--- src/rtl/spi_hold_pkg.sv ---
package spi_hold_pkg;

   // Serial pin bundle, oversampled as one vector
   typedef struct packed {
      logic sck;
      logic si;
      logic cs_n;
      logic hold_n;
   } pins_t;

   localparam int PIN_W = $bits(pins_t);

   // Reset level of the synchronized pins: deselected, not paused
   localparam pins_t PINS_IDLE = '{sck: 1'b0, si: 1'b0, cs_n: 1'b1, hold_n: 1'b1};

endpackage

--- src/rtl/spi_hold_sync.sv ---
module spi_hold_sync #(
   parameter int              W       = 4,
   parameter int              STAGES  = 2,
   parameter logic [W-1:0]    RST_VAL = '0
) (
   input  logic          clk,
   input  logic          rst_n,
   input  logic [W-1:0]  d,
   output logic [W-1:0]  q
);

   generate
      if (STAGES == 0) begin : g_bypass
         assign q = d;
      end else begin : g_chain
         logic [STAGES-1:0][W-1:0] st;
         always_ff @(posedge clk or negedge rst_n) begin
            if (!rst_n) begin
               for (int k = 0; k < STAGES; k++) st[k] <= RST_VAL;
            end else begin
               st[0] <= d;
               for (int k = 1; k < STAGES; k++) st[k] <= st[k-1];
            end
         end
         assign q = st[STAGES-1];
      end
   endgenerate

endmodule

--- src/rtl/spi_hold_ctrl.sv ---
module spi_hold_ctrl (
   input  logic clk,
   input  logic rst_n,
   input  logic sck_s,
   input  logic cs_n_s,
   input  logic hold_n_s,
   output logic sck_rise,
   output logic sck_fall,
   output logic sel_start,
   output logic hold_q
);

   logic sck_d;
   logic cs_n_d;

   always_ff @(posedge clk or negedge rst_n) begin
      if (!rst_n) begin
         sck_d  <= 1'b0;
         cs_n_d <= 1'b1;
         hold_q <= 1'b0;
      end else begin
         sck_d  <= sck_s;
         cs_n_d <= cs_n_s;
         // pause state only moves while the serial clock is low
         if (cs_n_s)
            hold_q <= 1'b0;
         else if (!sck_s)
            hold_q <= !hold_n_s;
      end
   end

   assign sck_rise  =  sck_s && !sck_d && !cs_n_s && !hold_q;
   assign sck_fall  = !sck_s &&  sck_d && !cs_n_s && !hold_q;
   assign sel_start =  cs_n_d && !cs_n_s;

endmodule

--- src/rtl/spi_hold_shift.sv ---
module spi_hold_shift #(
   parameter int DATA_W = 8,
   localparam int CNT_W = (DATA_W > 1) ? $clog2(DATA_W) : 1
) (
   input  logic              clk,
   input  logic              rst_n,
   input  logic              sck_rise,
   input  logic              sck_fall,
   input  logic              sel_start,
   input  logic              desel,
   input  logic              si_s,
   input  logic [DATA_W-1:0] tx_byte,
   input  logic              tx_en,
   output logic              rx_valid,
   output logic [DATA_W-1:0] rx_byte,
   output logic              tx_load,
   output logic              tx_active,
   output logic [DATA_W-1:0] tx_sh,
   output logic [CNT_W-1:0]  bit_cnt
);

   localparam logic [CNT_W-1:0] LAST_BIT = CNT_W'(DATA_W - 1);

   logic [DATA_W-1:0] rx_sh;
   logic              byte_due;   // a byte boundary awaits its falling edge

   always_ff @(posedge clk or negedge rst_n) begin
      if (!rst_n) begin
         bit_cnt   <= '0;
         rx_sh     <= '0;
         rx_byte   <= '0;
         rx_valid  <= 1'b0;
         tx_sh     <= '0;
         tx_load   <= 1'b0;
         tx_active <= 1'b0;
         byte_due  <= 1'b0;
      end else begin
         rx_valid <= 1'b0;
         tx_load  <= 1'b0;
         if (desel) begin
            bit_cnt   <= '0;
            rx_sh     <= '0;
            tx_active <= 1'b0;
            byte_due  <= 1'b0;
         end else if (sel_start) begin
            bit_cnt   <= '0;
            byte_due  <= 1'b0;
            tx_load   <= tx_en;
            tx_active <= tx_en;
            if (tx_en) tx_sh <= tx_byte;
         end else begin
            if (sck_rise) begin
               rx_sh <= {rx_sh[DATA_W-2:0], si_s};
               if (bit_cnt == LAST_BIT) begin
                  bit_cnt  <= '0;
                  byte_due <= 1'b1;
                  rx_valid <= 1'b1;
                  rx_byte  <= {rx_sh[DATA_W-2:0], si_s};
               end else begin
                  bit_cnt <= bit_cnt + 1'b1;
               end
            end
            if (sck_fall) begin
               if (byte_due) begin
                  byte_due  <= 1'b0;
                  tx_load   <= tx_en;
                  tx_active <= tx_en;
                  if (tx_en) tx_sh <= tx_byte;
               end else if (bit_cnt != '0) begin
                  tx_sh <= {tx_sh[DATA_W-2:0], 1'b0};
               end
            end
         end
      end
   end

endmodule

--- src/rtl/spi_hold_slave.sv ---
module spi_hold_slave
   import spi_hold_pkg::*;
#(
   parameter int DATA_W      = 8,
   parameter int SYNC_STAGES = 2,
   localparam int CNT_W      = (DATA_W > 1) ? $clog2(DATA_W) : 1
) (
   input  logic              clk,
   input  logic              rst_n,
   input  logic              sck,
   input  logic              si,
   input  logic              cs_n,
   input  logic              hold_n,
   output logic              so,
   output logic              so_oe,
   output logic              rx_valid,
   output logic [DATA_W-1:0] rx_byte,
   input  logic [DATA_W-1:0] tx_byte,
   input  logic              tx_en,
   output logic              tx_load
);

   generate
      if (DATA_W < 2) begin : g_bad_width
         $error("spi_hold_slave: DATA_W must be at least 2");
      end
      if (SYNC_STAGES == 1) begin : g_bad_sync
         $error("spi_hold_slave: SYNC_STAGES must be 0 or at least 2");
      end
   endgenerate

   pins_t            pins_raw;
   pins_t            pins_s;
   logic             sck_s;
   logic             cs_n_s;
   logic             sck_rise;
   logic             sck_fall;
   logic             sel_start;
   logic             hold_q;
   logic             tx_active;
   logic [DATA_W-1:0] tx_sh;
   logic [CNT_W-1:0] bit_cnt;

   assign pins_raw = '{sck: sck, si: si, cs_n: cs_n, hold_n: hold_n};

   spi_hold_sync #(
      .W       (PIN_W),
      .STAGES  (SYNC_STAGES),
      .RST_VAL (PINS_IDLE)
   ) u_sync (
      .clk   (clk),
      .rst_n (rst_n),
      .d     (pins_raw),
      .q     (pins_s)
   );

   assign sck_s  = pins_s.sck;
   assign cs_n_s = pins_s.cs_n;

   spi_hold_ctrl u_ctrl (
      .clk       (clk),
      .rst_n     (rst_n),
      .sck_s     (sck_s),
      .cs_n_s    (cs_n_s),
      .hold_n_s  (pins_s.hold_n),
      .sck_rise  (sck_rise),
      .sck_fall  (sck_fall),
      .sel_start (sel_start),
      .hold_q    (hold_q)
   );

   spi_hold_shift #(
      .DATA_W (DATA_W)
   ) u_shift (
      .clk       (clk),
      .rst_n     (rst_n),
      .sck_rise  (sck_rise),
      .sck_fall  (sck_fall),
      .sel_start (sel_start),
      .desel     (cs_n_s),
      .si_s      (pins_s.si),
      .tx_byte   (tx_byte),
      .tx_en     (tx_en),
      .rx_valid  (rx_valid),
      .rx_byte   (rx_byte),
      .tx_load   (tx_load),
      .tx_active (tx_active),
      .tx_sh     (tx_sh),
      .bit_cnt   (bit_cnt)
   );

   assign so    = tx_sh[DATA_W-1];
   assign so_oe = tx_active && !hold_q && !cs_n_s;

endmodule

--- config.mk ---
export PLATFORM = sky130hd
export DESIGN_NAME = spi_hold_slave
export DESIGN_NICKNAME = d
export VERILOG_FILES = /design/src/rtl/spi_hold_pkg.sv /design/src/rtl/spi_hold_sync.sv /design/src/rtl/spi_hold_ctrl.sv /design/src/rtl/spi_hold_shift.sv /design/src/rtl/spi_hold_slave.sv
export SDC_FILE = /design/constraint.sdc
export NUM_CORES = 1
export LEC_CHECK = 0
export CORE_UTILIZATION = 45
export DETAILED_ROUTE_END_ITERATION = 6
export PLACE_DENSITY = 0.69
export SLEW_MARGIN = 10
export SYNTH_ARGS = -nofsm -noshare
export SYNTH_HDL_FRONTEND = slang
export SYNTH_SLANG_ARGS = --single-unit
export TNS_END_PERCENT = 30
--- constraint.sdc ---
create_clock -name clk -period 1.75 [get_ports clk]
set_clock_uncertainty 0.05 [all_clocks]
set_input_delay 0.2625 -clock clk [delete_from_list [all_inputs] [get_ports clk]]
set_output_delay 0.2625 -clock clk [all_outputs]
set_load 0.1 [all_outputs]
==> flow_summary.ini <==
[pwr]
p_sw_uw = 488
swShare_pct = 23.7
intPower_uw = 1570
seqPwrFrac_pct = 51.3
power.density_nw_per_um2 = 894
comb_power_share_pct = 13.5
ir_worst_vdd_mv = 0.692
p_total_uw = 2060
p_leak_uw = 0.00106
clockPowerShare_pct = 35.2

[global_routing]
grt_pass1_vias = 1179
antenna_found_initial = 0
grt_pass1_wl_um = 5240
grt_usage_pct = 17.3
grt_max_degree = 42
grt.overflow.total = 0

[sta]
report.final.slew_viol_count = 0
setup_viol = 0
finalCritPeriodShare_pct = 94.1
fin_crit_ps = 1650
slew-limit-headroom_pct = 71.2
setup_slack_ps = 103
fmax_ghz = 0.607
hold_viol = 0
rsz0062_at_grt = no
setup-tns-final_ps = 0
worst_pin_slew_ps = 430

[synth]
synth_area_per_cell_um2 = 13.1
synth.largest_area_cell = dfrtp_1
synth.net_count = 150
netlist.area_leader.share_pct = 51.9
synth.area.top_cells = dfrtp_1 (52%), mux2i_1 (9.2%), dfstp_2 (7.6%)
syn_area_um2 = 1740
ys_ff_latch = 41
yosysUniqueCellTypes = 32
yosys_warnings = 0
synthCells = 132
ys_seq_area_share_pct = 59.5

[route]
drtPass1Iterations = 3
vias = 1097
drt-initial-drc-count = 38
wl_um = 3070
drc = 0
detail_route.vias_per_cell = 5.13
post_drt_wl_per_cell_um = 14.3
final_antenna_net_count = 0

[floorplanning]
io_pins = 27
die_width_um = 64.1
fp.dieH_um = 64.1
start_util_pct = 47.0
core_um2 = 3690
die-area_um2 = 4110
rows = 22

[placed_design]
port_buffers = 26
place_congestion = 0.745
dp_hpwl_um = 2120
placed_area_um2 = 2180
dp_slack_ps = 122

[worst_setup_path]
arrival_ps = 1800
critPathMaxFanout = 8
crit_required_ps = 1900
start_kind = flip-flop
worstSetupPathType = flip-flop to flip-flop
r2r_slack_ps = 100
endpoint_kind = flip-flop

[cells_and_area]
final_nets = 183
layout-drive-gt1-share_pct = 27.1
antenna_cells = 0
fin_util_pct = 62.4
final_cell_mix = dfrtp_1 (36), mux2i_1 (16), nor2_1 (13), clkdlybuf4s50_1 (13), buf_12 (13)
layout_commonest_cell = dfrtp_1
fillers = 291
areaGrowthSynthToFinish_pct = 32.7
final_cell_area_um2 = 2300

[clocking]
ctsRootBufferMaster = clkbuf_8
ctsResizeCount = 0
clockBufferDepth = 2
clock_sinks = 41
numCtsBuffers = 5
clk_latency_ps = 290
cts_tree = built
clk_pin_slew_ps = 70
htree_levels = 2
post_cts_buffers = 0

[outcome]
outcome = finished clean

[job]
max-cap-violations = 0

[min_path]
hold_path_class = flip-flop to flip-flop
-- cells in the mapped netlist --
cell       instances
mux2i_1           16
nand2b_1           7
and2b_2            1
buf_2              1
o22ai_1            1
buf_6              1
a31o_2             1
and2_1             2
a31oi_1            1
nor3b_1            3
inv_2              1
nor3_1             3
o32ai_1            1
inv_1              6
a21oi_4            1
dfrtp_1           36
ha_1               3
clkbuf_2           1
o21ai_0            1
a2bb2oi_1          7
a21boi_0           1
nor3b_4            1
o31a_2             1
a21oi_1            3
nor2_1            13
o221a_4            1
o21a_1             1
dfstp_2            5
nand3_2            1
clkbuf_1           2
o31ai_1            1
mux2_2             8
-- what timing repair did --
action,in CTS,in global routing
endpoints found under the hold margin,36,0
endpoints found under the setup margin,0,0
hold buffers,1,0
-- sequential cells by signal, indices dropped and copies added, names as in the netlist --
register / count
u_shift.bit_cnt: 3
u_shift.tx_sh: 8
u_sync.g_chain.st: 4
u_ctrl.cs_n_d: 1
u_shift.rx_valid: 1
u_ctrl.hold_q: 1
u_ctrl.sck_d: 1
u_shift.rx_sh: 7
u_sync.q: 4
u_shift.tx_active: 1
u_shift.tx_load: 1
u_shift.rx_byte: 8
u_shift.byte_due: 1
-- critical path, cell delays in order, from the launching register on --
cell	delay [ps]
dfstp_2	590
inv_2	90
a21oi_4	340
o221a_4	310
a2bb2oi_1	180
-- cells by family (layout without fill, tap and decap cells) --
kind of cell             count (synthesis)  count (layout)  synth area share, %
AND/OR/NAND/NOR                         31              31                 10.4
multiplexers                            24              24                 14.4
AO/OA/AOI/OAI                           21              21                 10.4
adder cells (fa/ha/maj)                  3               3                 2.16
buffers and inverters                   12              46                 3.17
flip-flops                              41              41                 59.5
-- final cells by class --
class | instances | area, µm² | area share, %
well taps | 48 | 60.1 | 2.61
flip-flops and latches | 41 | 1030 | 44.8
repair buffers | 31 | 428 | 18.6
inverters | 7 | 26.3 | 1.14
clock inverters | 2 | 35.0 | 1.52
multi-input cells | 79 | 648 | 28.2
clock buffers | 6 | 72.6 | 3.15
-- layer usage --
metal | track usage [%] | share of wire (%) | vias up
met1 | 19.7 | 44 | 546
met5 | 0 | 0 | -
met2 | 29.0 | 49 | 23
li1 | - | - | 521
met4 | 8.33 | 2.5 | 0
met3 | 5.89 | 4.2 | 7
-- path summary, 6_finish.rpt --
path / start / to / cells after the start
setup / recovery: u_sync.q[1]$_DFF_PN1_ / u_shift.tx_sh[5]$_DFFE_PN0P_ / 4
max in group asynchronous: rst_n / u_ctrl.cs_n_d$_DFF_PN1_ / 3
min in group asynchronous: rst_n / u_shift.tx_active$_DFFE_PN0P_ / 3
hold reg to reg: u_sync.g_chain.st[2]$_DFF_PN0_ / u_sync.q[2]$_DFF_PN0_ / 0
hold / removal: u_sync.g_chain.st[2]$_DFF_PN0_ / u_sync.q[2]$_DFF_PN0_ / 0
setup reg to reg: u_sync.q[1]$_DFF_PN1_ / u_shift.tx_sh[5]$_DFFE_PN0P_ / 4
-- per-stage QoR --
step,hold slack [ps],instances
global placement,197,205
detailed placement,198,205
floorplan,-83.1,132
global route,312,214
CTS,311,214
finish,305,214
-- power groups by stage --
stage | logic, µW | registers (µW) | clock network, µW
final | 279 | 1060 | 725
after global routing | 300 | 1060 | 793
after CTS | 282 | 1060 | 753
after detailed placement | 280 | 1070 | 0
after global placement | 271 | 1070 | 0
after floorplan | 129 | 1100 | 0
Note: power is estimated with default switching activity, not from simulation.
